$ cat config.mk
export PLATFORM = sky130hd
export DESIGN_NAME = tmr_host_if
export DESIGN_NICKNAME = d
export VERILOG_FILES = /design/src/rtl/tmr_host_pkg.sv /design/src/rtl/tmr_cmd_decode.sv /design/src/rtl/tmr_chan_port.sv /design/src/rtl/tmr_host_if.sv
export SDC_FILE = /design/constraint.sdc
export NUM_CORES = 1
export LEC_CHECK = 0
export BUFFER_PORTS_ARGS = -buffer_cell sky130_fd_sc_hd__buf_2
export CORE_MARGIN = 3
export CORE_UTILIZATION = 50
export DETAILED_ROUTE_END_ITERATION = 12
export PLACE_DENSITY = 0.72
export SLEW_MARGIN = 30
export SYNTH_ARGS = -nofsm -noshare
export SYNTH_HDL_FRONTEND = slang
export SYNTH_HIERARCHICAL = 1
export SYNTH_SLANG_ARGS = --single-unit
$ cat constraint.sdc
create_clock -name clk -period 1.82 [get_ports clk]
set_clock_uncertainty 0.2 [all_clocks]
set_input_delay 0.091 -clock clk [delete_from_list [all_inputs] [get_ports clk]]
set_output_delay 0.091 -clock clk [all_outputs]
set_load 0.01 [all_outputs]
$ cat src/rtl/tmr_host_pkg.sv
package tmr_host_pkg;
    localparam int BW       = 8;
    localparam int NCH      = 3;
    localparam int CW       = 2 * BW;
    localparam int CFG_W    = 6;
    localparam logic [1:0] CMD_ADDR = 2'd3;
    localparam logic [1:0] SEL_RDBK = 2'b11;
    localparam logic [CFG_W-1:0] CFG_RST = 6'b110000;

    typedef enum logic [1:0] {
        ACC_LATCH = 2'b00,
        ACC_LO    = 2'b01,
        ACC_HI    = 2'b10,
        ACC_PAIR  = 2'b11
    } acc_e;

    typedef enum logic [1:0] {
        CMD_NONE,
        CMD_MODE,
        CMD_LATCH,
        CMD_RDBK
    } cmd_e;

    typedef enum logic {
        BP_LOW,
        BP_HIGH
    } bptr_e;
endpackage

$ cat src/rtl/tmr_cmd_decode.sv
module tmr_cmd_decode
    import tmr_host_pkg::*;
(
    input  logic           wr_en,
    input  logic           rd_en,
    input  logic [1:0]     addr,
    input  logic [7:1]     cmd_hi,
    output cmd_e           kind,
    output logic [NCH-1:0] hit,
    output logic           rb_cnt,
    output logic           rb_sts,
    output logic [NCH-1:0] data_wr,
    output logic [NCH-1:0] data_rd
);
    logic [1:0] sel;
    acc_e       acc;
    logic       cmd_wr;

    assign sel    = cmd_hi[7:6];
    assign acc    = acc_e'(cmd_hi[5:4]);
    assign cmd_wr = wr_en && (addr == CMD_ADDR);
    assign rb_cnt = !cmd_hi[5];
    assign rb_sts = !cmd_hi[4];

    always_comb begin
        if (!cmd_wr)              kind = CMD_NONE;
        else if (sel == SEL_RDBK) kind = CMD_RDBK;
        else if (acc == ACC_LATCH) kind = CMD_LATCH;
        else                      kind = CMD_MODE;
    end

    generate
        for (genvar c = 0; c < NCH; c++) begin : g_ch
            localparam logic [1:0] IDX = 2'(c);
            assign hit[c]     = (kind == CMD_RDBK) ? cmd_hi[1+c] : (sel == IDX);
            assign data_wr[c] = wr_en && (addr == IDX);
            assign data_rd[c] = rd_en && (addr == IDX);
        end
    endgenerate
endmodule

$ cat src/rtl/tmr_chan_port.sv
module tmr_chan_port
    import tmr_host_pkg::*;
(
    input  logic             clk,
    input  logic             rst_n,
    input  cmd_e             kind,
    input  logic             hit,
    input  logic             rb_cnt,
    input  logic             rb_sts,
    input  logic [CFG_W-1:0] cmd_bits,
    input  logic             data_wr,
    input  logic             data_rd,
    input  logic [CW-1:0]    live_count,
    input  logic             pin_out,
    input  logic             pend,
    output logic             mode_stb,
    output logic             lo_stb,
    output logic             hi_stb,
    output logic [BW-1:0]    rd_byte
);
    logic [CFG_W-1:0] cfg;
    acc_e             acc;
    bptr_e            wr_ptr, wr_nx, rd_ptr, rd_nx;
    logic             lo_nx, hi_nx;
    logic             cnt_vld, sts_vld;
    logic [CW-1:0]    cnt_lat;
    logic [BW-1:0]    sts_lat;
    logic             mode_cmd, take_cnt, take_sts;
    logic             hi_sel, last_byte;
    logic [CW-1:0]    src;

    assign acc      = acc_e'(cfg[5:4]);
    assign mode_cmd = (kind == CMD_MODE) && hit;
    assign take_cnt = hit && ((kind == CMD_LATCH) || ((kind == CMD_RDBK) && rb_cnt));
    assign take_sts = hit && (kind == CMD_RDBK) && rb_sts;

    // write byte sequencer
    always_comb begin
        wr_nx = wr_ptr;
        lo_nx = 1'b0;
        hi_nx = 1'b0;
        if (mode_cmd) begin
            wr_nx = BP_LOW;
        end else if (data_wr) begin
            unique case (acc)
                ACC_LO: lo_nx = 1'b1;
                ACC_HI: hi_nx = 1'b1;
                ACC_PAIR: begin
                    unique case (wr_ptr)
                        BP_LOW:  begin lo_nx = 1'b1; wr_nx = BP_HIGH; end
                        BP_HIGH: begin hi_nx = 1'b1; wr_nx = BP_LOW;  end
                    endcase
                end
                default: ;
            endcase
        end
    end

    // read byte sequencer
    assign hi_sel    = (acc == ACC_HI) || ((acc == ACC_PAIR) && (rd_ptr == BP_HIGH));
    assign last_byte = (acc != ACC_PAIR) || (rd_ptr == BP_HIGH);
    assign src       = cnt_vld ? cnt_lat : live_count;
    assign rd_byte   = sts_vld ? sts_lat : (hi_sel ? src[CW-1:BW] : src[BW-1:0]);

    always_comb begin
        rd_nx = rd_ptr;
        if (mode_cmd) begin
            rd_nx = BP_LOW;
        end else if (data_rd && !sts_vld && (acc == ACC_PAIR)) begin
            unique case (rd_ptr)
                BP_LOW:  rd_nx = BP_HIGH;
                BP_HIGH: rd_nx = BP_LOW;
            endcase
        end
    end

    // state register
    always_ff @(posedge clk or negedge rst_n) begin
        if (!rst_n) begin
            wr_ptr <= BP_LOW;
            rd_ptr <= BP_LOW;
            cfg    <= CFG_RST;
        end else begin
            wr_ptr <= wr_nx;
            rd_ptr <= rd_nx;
            if (mode_cmd) cfg <= cmd_bits;
        end
    end

    // snapshot latches
    always_ff @(posedge clk or negedge rst_n) begin
        if (!rst_n) begin
            cnt_vld <= 1'b0;
            sts_vld <= 1'b0;
            cnt_lat <= '0;
            sts_lat <= '0;
        end else if (mode_cmd) begin
            cnt_vld <= 1'b0;
            sts_vld <= 1'b0;
        end else begin
            if (data_rd) begin
                if (sts_vld)        sts_vld <= 1'b0;
                else if (last_byte) cnt_vld <= 1'b0;
            end
            if (take_cnt && !cnt_vld) begin
                cnt_vld <= 1'b1;
                cnt_lat <= live_count;
            end
            if (take_sts && !sts_vld) begin
                sts_vld <= 1'b1;
                sts_lat <= {pin_out, pend, cfg};
            end
        end
    end

    // registered strobes
    always_ff @(posedge clk or negedge rst_n) begin
        if (!rst_n) begin
            mode_stb <= 1'b0;
            lo_stb   <= 1'b0;
            hi_stb   <= 1'b0;
        end else begin
            mode_stb <= mode_cmd;
            lo_stb   <= lo_nx;
            hi_stb   <= hi_nx;
        end
    end
endmodule

$ cat src/rtl/tmr_host_if.sv
module tmr_host_if
    import tmr_host_pkg::*;
(
    input  logic               clk,
    input  logic               rst_n,
    input  logic               wr_en,
    input  logic               rd_en,
    input  logic [1:0]         addr,
    input  logic [BW-1:0]      wdata,
    output logic [BW-1:0]      rdata,
    input  logic [NCH*CW-1:0]  ch_count,
    input  logic [NCH-1:0]     ch_out,
    input  logic [NCH-1:0]     ch_pend,
    output logic [NCH-1:0]     mode_wr,
    output logic [CFG_W-1:0]   mode_cfg,
    output logic [NCH-1:0]     reload_lo_wr,
    output logic [NCH-1:0]     reload_hi_wr,
    output logic [BW-1:0]      reload_byte
);
    cmd_e           kind;
    logic [NCH-1:0] hit, data_wr, data_rd;
    logic           rb_cnt, rb_sts;
    logic [BW-1:0]  rd_byte [NCH];

    tmr_cmd_decode u_dec (
        .wr_en   (wr_en),
        .rd_en   (rd_en),
        .addr    (addr),
        .cmd_hi  (wdata[7:1]),
        .kind    (kind),
        .hit     (hit),
        .rb_cnt  (rb_cnt),
        .rb_sts  (rb_sts),
        .data_wr (data_wr),
        .data_rd (data_rd)
    );

    generate
        for (genvar c = 0; c < NCH; c++) begin : g_chan
            tmr_chan_port u_chan (
                .clk        (clk),
                .rst_n      (rst_n),
                .kind       (kind),
                .hit        (hit[c]),
                .rb_cnt     (rb_cnt),
                .rb_sts     (rb_sts),
                .cmd_bits   (wdata[CFG_W-1:0]),
                .data_wr    (data_wr[c]),
                .data_rd    (data_rd[c]),
                .live_count (ch_count[c*CW +: CW]),
                .pin_out    (ch_out[c]),
                .pend       (ch_pend[c]),
                .mode_stb   (mode_wr[c]),
                .lo_stb     (reload_lo_wr[c]),
                .hi_stb     (reload_hi_wr[c]),
                .rd_byte    (rd_byte[c])
            );
        end
    endgenerate

    always_comb begin
        unique case (addr)
            2'd0:    rdata = rd_byte[0];
            2'd1:    rdata = rd_byte[1];
            2'd2:    rdata = rd_byte[2];
            default: rdata = '0;
        endcase
    end

    always_ff @(posedge clk or negedge rst_n) begin
        if (!rst_n) begin
            mode_cfg    <= '0;
            reload_byte <= '0;
        end else begin
            if (kind == CMD_MODE) mode_cfg <= wdata[CFG_W-1:0];
            if (|data_wr)         reload_byte <= wdata;
        end
    end
endmodule

-- Yosys cells after proc, flatten, opt, wreduce, memory -nomap -nowiden
Index checks and enable logic that the tools add are counted.
- input port bits: 68
- register bits after elaboration: 125
- output and inout port bits: 31
- reductions and logical operators: 84
- muxes and demuxes: 85
- bitwise operators: 9
- equal/unequal tests: 24
- operators by type and width (operator ; count):
    two-way mux 1 bit ; 60
    two-way mux 16 bit ; 3
    two-way mux 8 bit ; 6
    logical AND 1 bit ; 35
    nonzero test 3 bit ; 9
    equality test 2 bit, second input constant ; 12
    case mux 1 bit (2 select lines) ; 12
    case mux 8 bit (3 select lines) ; 1
    AND reduction 2 bit ; 9
    nonzero test 2 bit ; 9
    equality test 2 x 1 -> 1 bit, second input constant ; 6
    != test 3 bit, second input constant ; 3
    NOT 1 bit ; 9
    AND reduction 3 bit ; 3
    logical NOT 1 bit ; 8
    logical OR 1 bit ; 7
    logical NOT 2 bit ; 3
    two-way mux 2 bit ; 3
    != test 2 bit, second input constant ; 3
    OR reduction 3 bit ; 1

-- Logic depth before layout (Yosys ltp)
- depth after elaboration: 11
- mapped depth: 7
- depth with buffers taken out: 5

-- Cells and area by module
The synthesis kept the hierarchy.
- by module, submodules not included (module ; cells each ; instances ; sequential area each (um^2) ; area an instance (um^2)):
    tmr_chan_port ; 148 ; 3 ; 928.4 ; 1875.5
    tmr_host_if ; 51 ; 1 ; 350.3 ; 706.9
    tmr_cmd_decode ; 20 ; 1 ; 0.0 ; 131.4

-- Least setup slack after synthesis
OpenSTA, ideal clock, no wires.
- path type: input -> register
- from: input port wdata[5]
- to: register g_chan[0].u_chan.cnt_lat[0]
- buffers on the path: 1
- stages on the path: 6
- required time: 1.495 ns
- library setup time: 0.125 ns
- path slack: -0.086 ns
- arrival time: 1.581 ns
- cells stage by stage: inv_1 -> a31oi_1 -> nor2b_4 -> nor3_4 -> buf_8 -> mux2_4
- cells in the longest elaborated chain, start to end: 10
- elaborated cells between the ends (all ways): 16
- classes of those cells: eq/ne: 3; mux: 4; bitwise: 1; reduce/logical: 8
- RTL lines (what ; RTL line ; source):
    from (decl) ; tmr_host_if.sv:9 ; input logic [BW-1:0] wdata,
    logical NOT 2 bit (*) ; tmr_cmd_decode.sv:28 ; else if (acc == ACC_LATCH) kind = CMD_LATCH;
    two-way mux 2 bit (*) ; tmr_cmd_decode.sv:28 ;
    two-way mux 2 bit (*) ; tmr_cmd_decode.sv:27 ; else if (sel == SEL_RDBK) kind = CMD_RDBK;
    two-way mux 2 bit (*) ; tmr_cmd_decode.sv:26 ; if (!cmd_wr) kind = CMD_NONE;
    via kind[0] ; tmr_host_if.sv:20 ; cmd_e kind;
    equality test 2 bit ; tmr_cmd_decode.sv:35, tmr_chan_port.sv:34 ;
    logical AND 1 bit ; tmr_chan_port.sv:34 ; assign take_cnt = hit && ((kind == CMD_LATCH) || ((kind == CMD_RDBK) && rb_cnt));
    logical OR 1 bit ; tmr_chan_port.sv:34 ;
    logical AND 1 bit ; tmr_chan_port.sv:34 ;
    logical AND 1 bit ; tmr_chan_port.sv:105 ; if (take_cnt && !cnt_vld) begin
    AND reduction 2 bit (no line) (*) ; - ;
    to (signal assigned) ; tmr_chan_port.sv:107 ; cnt_lat <= live_count;
    to (decl) ; tmr_chan_port.sv:26 ; logic [CW-1:0] cnt_lat;
The timed path passes the listed nets; every way through them passes the cells marked *.
A chain may end at the register's enable or synchronous reset.

==> insert_results.sql <==
INSERT INTO impl_metrics (metric_group, metric, value, unit) VALUES
('yosys', 'synth_flop_cell', 'sky130_fd_sc_hd__dfrtp_1', ''),
('timing', 'final_hold_violation_count', '0', ''),
('routing', 'drt-pass1-iter-count', '5', ''),
('setup_path', 'path_max_fanout', '8', ''),
('floorplanning', 'top_ports', '99', ''),
('setup_path', 'critical_path.startpoint_type', 'register', ''),
('setup_path', 'slowest_stage', 'sky130_fd_sc_hd__dfstp_2', ''),
('layout', 'finish.net_count', '799', ''),
('yosys', 'average_cell_area_after_synthesis', '12.6', 'um2'),
('yosys', 'synth_compound_gate_area_share', '9.48', '%'),
('yosys', 'synth_seq_area_share', '48.5', '%'),
('yosys', 'synthesis.nets', '583', ''),
('placed_design', 'buffer_ports.inserted', '98', ''),
('power', 'internal-power', '7180', 'uW'),
('layout', 'n_fill_cell', '809', ''),
('timing', 'postLayoutSetupSlackWorst', '-632', 'ps'),
('global_route', 'first_pass_grt_wire_length', '28800', 'um'),
('power', 'netSwitchingPower', '2790', 'uW'),
('routing', 'residual_drc', '0', ''),
('setup_path', 'critical_path.n_buffers_inverters', '3', ''),
('placed_design', 'dp_cells', '811', ''),
('setup_path', 'cp-startpoint', 'g_chan[0].u_chan/cfg[4]', ''),
('yosys', 'netlist_instances', '515', ''),
('yosys', 'synth_adder_area_share', '0', '%'),
('routing', 'viasPerCell', '5.60', ''),
('global_route', 'globalRoute.totalOverflow', '0', ''),
('timing', 'layout_worst_path_cycle_share', '135', '%'),
('yosys', 'yosys_warnings', '6', ''),
('timing', 'post-route-min-period', '2450', 'ps'),
('layout', 'areaGrowthSynthToFinish', '44.2', '%'),
('setup_path', 'crit_path_max_incr_delay', '560', 'ps'),
('yosys', 'post_synth_num_cell_types', '37', ''),
('setup_path', 'timing.critical_path.arrival', '2160', 'ps'),
('power', 'pwr-share-clk', '36.6', '%'),
('layout', 'final_layout_size_suffix_gt1_share', '49.2', '%'),
('layout', 'design_area', '0.00933', 'mm2'),
('timing', 'drv_slew', '0', ''),
('clock_network', 'h-tree-depth', '4', ''),
('placed_design', 'dpl_cell_area', '0.00765', 'mm2'),
('clock_network', 'cts_num_sinks', '125', ''),
('setup_path', 'launch_point_of_the_worst_reg_to_reg_path', 'g_chan[0].u_chan/cnt_vld', ''),
('routing', 'routed-via-count', '5103', ''),
('yosys', 'post_synthesis_instance_area', '0.00646', 'mm2'),
('floorplanning', 'die_footprint', '0.0143', 'mm2'),
('routing', 'detail_route.iter0.violations', '363', ''),
('setup_path', 'endpoint_kind', 'primary output', ''),
('yosys', 'synth.ff_latch_count', '125', ''),
('min_path', 'cells_on_worst_hold_path', '4', ''),
('power', 'sw_frac_of_total', '28.0', '%'),
('run_status', 'failed_checks', 'negative setup slack', ''),
('clock_network', 'ctsLongestPathBuffers', '2', ''),
('run_status', 'outcome', 'complete, but fails checks', ''),
('power', 'powerDensity', '1070', 'mW/mm2'),
('min_path', 'hold_path_end', 'g_chan[1].u_chan/sts_vld', ''),
('global_route', 'number_of_global_route_vias_before_repair', '5507', ''),
('power', 'peakVddDrop', '0.000783', 'V'),
('min_path', 'worst_hold_path_type', 'input pin to register', ''),
('job', 'max-cap-violations', '0', ''),
('floorplanning', 'die_width', '120', 'um'),
('clock_network', 'numCtsBuffers', '17', ''),
('timing', 'max_slew.worst_pin.slew', '729', 'ps'),
('layout', 'finalNonFillerCells', '912', ''),
('timing', 'finalSetupViolCount', '15', ''),
('power', 'power_leakage', '0.00425', 'uW'),
('setup_path', 'endpoint_required_time_on_the_critical_path', '1530', 'ps'),
('setup_path', 'path_delay_family', 'flip-flops', ''),
('global_route', 'initial_antenna_violation_count', '0', ''),
('setup_path', 'crit_chain', 'nand2b_4 > buf_16 > a221oi_4 > buf_4 > o31ai_4 > mux2i_1 > o2bb2ai_1 > buf_2', ''),
('routing', 'drt-wirelength-per-cell', '19.5', 'um'),
('floorplanning', 'die_h', '120', 'um'),
('clock_network', 'clk_pin_slew_worst_paths', '60', 'ps');
cell families (layout without fill, tap and decap cells):
| group | after synthesis | in the layout |
|---|---|---|
| AOI/OAI and AO/OA | 76 | 76 |
| xor gates and xnor gates | 6 | 6 |
| buffers and inverters | 46 | 275 |
| DFF | 125 | 125 |
| muxes | 136 | 136 |
| and+or+nand+nor | 126 | 126 |
worst min-delay path: cells and delay by family:
family / cells / cell delay [ps]
buffers and inverters: 2 / 200
AO/OA/AOI/OAI: 1 / 140
AND/OR/NAND/NOR: 1 / 220
layer usage:
metal  up-vias  GRT usage [%]  wire [um]  part of all wire (%)
met2       144           41.0       8680                    49
met3        28           5.33        765                   4.3
met5         -              0          0                     0
met4         0           11.6        458                   2.6
li1       2334              -          -                     -
met1      2597           34.0       7910                    44
placed cells by master (no fill, tap or decap), types with 19 or more instances in the layout:
| cell | instances |
|---|---|
| sky130_fd_sc_hd__dfrtp_1 | 118 |
| sky130_fd_sc_hd__buf_2 | 97 |
| sky130_fd_sc_hd__mux2_2 | 70 |
| sky130_fd_sc_hd__dlygate4sd3_1 | 64 |
| sky130_fd_sc_hd__buf_4 | 44 |
| sky130_fd_sc_hd__mux2_4 | 34 |
| sky130_fd_sc_hd__nand2_1 | 33 |
| sky130_fd_sc_hd__mux2i_1 | 31 |
| sky130_fd_sc_hd__nor2b_1 | 23 |
| sky130_fd_sc_hd__clkbuf_16 | 19 |
| sky130_fd_sc_hd__buf_12 | 19 |
cell usage after synthesis (4+ instances only):
library cell                number  area share (%)
sky130_fd_sc_hd__nor2b_1        25             2.4
sky130_fd_sc_hd__nand3_1         4            0.31
sky130_fd_sc_hd__dfstp_2         6             2.4
sky130_fd_sc_hd__mux2_2         77              13
sky130_fd_sc_hd__a31o_2          6            0.81
sky130_fd_sc_hd__dfrtp_1       119              46
sky130_fd_sc_hd__a221oi_1       24             3.3
sky130_fd_sc_hd__buf_2          10            0.77
sky130_fd_sc_hd__nor3_4          7             1.8
sky130_fd_sc_hd__and3_1         24             2.3
sky130_fd_sc_hd__mux2i_1        32             5.0
sky130_fd_sc_hd__nand2b_1        4            0.39
sky130_fd_sc_hd__mux2_4         27             6.3
sky130_fd_sc_hd__and3b_2         4            0.62
sky130_fd_sc_hd__inv_1          15            0.87
sky130_fd_sc_hd__o2bb2ai_1       9             1.2
sky130_fd_sc_hd__nand2_1        36             2.1
sky130_fd_sc_hd__clkbuf_1        9            0.52
sky130_fd_sc_hd__nor2_1          9            0.52
sky130_fd_sc_hd__buf_6           6             1.0
sky130_fd_sc_hd__o31ai_1        24             2.8
worst max-delay path by stage:
stage	slack (ps)	end
floorplan	6	g_chan[0].u_chan/cnt_lat[0]
global placement	-370	rdata[5]
detailed placement	-380	rdata[5]
CTS	-610	rdata[6]
global route	-730	rdata[3]
finish	-630	rdata[5]
registers in the layout (all words and copies together) (netlist names), 6 cells and up:
| name | flops |
|---|---|
| g_chan.u_chan/cfg | 18 |
| mode_cfg | 6 |
| g_chan.u_chan/sts_lat | 24 |
| g_chan.u_chan/cnt_lat | 48 |
| reload_byte | 8 |
layout make-up:
cell class | instances | area (um2) | share of cell area, %
Clock buffer | 22 | 474 | 5.09
Sequential cell | 125 | 3140 | 33.6
Tap cell | 168 | 210 | 2.25
Clock inverter | 10 | 164 | 1.76
Timing Repair Buffer | 228 | 1930 | 20.6
Inverter | 15 | 60.1 | 0.644
Multi-Input combinational cell | 344 | 3350 | 36.0
power by group through the flow:
stage               clock, uW  sequential [uW]  combinational [uW]
floorplan                   0             3580                1300
global placement            0             3620                2140
detailed placement          0             3650                2200
CTS                      3700             3610                2570
global route             3830             3690                2880
finish                   3650             3630                2690
timing repair:
item / 4_1_cts / 5_1_grt
cloned: 1 / 2
endpoints found under the hold margin: 206 / 0
resized for setup: 29 / 23
setup endpoints to repair: 8 / 75
hold buffers: 64 / 0
buffers inserted: 2 / 1
pin swaps: 9 / 6
metrics by stage:
step | util, % | setup slack, ps | TNS [ps] | power, uW
2_1_floorplan | - | 6.33 | 0 | 4880
3_3_place_gp | 62.2 | -367 | -4880 | 5760
3_5_place_dp | 62.2 | -379 | -6820 | 5840
4_1_cts | 74.3 | -605 | -4770 | 9880
5_1_grt | 75.7 | -732 | -5920 | 10400
6_report | 75.7 | -632 | -4910 | 9970
Note: power is estimated with default switching activity, not from simulation.
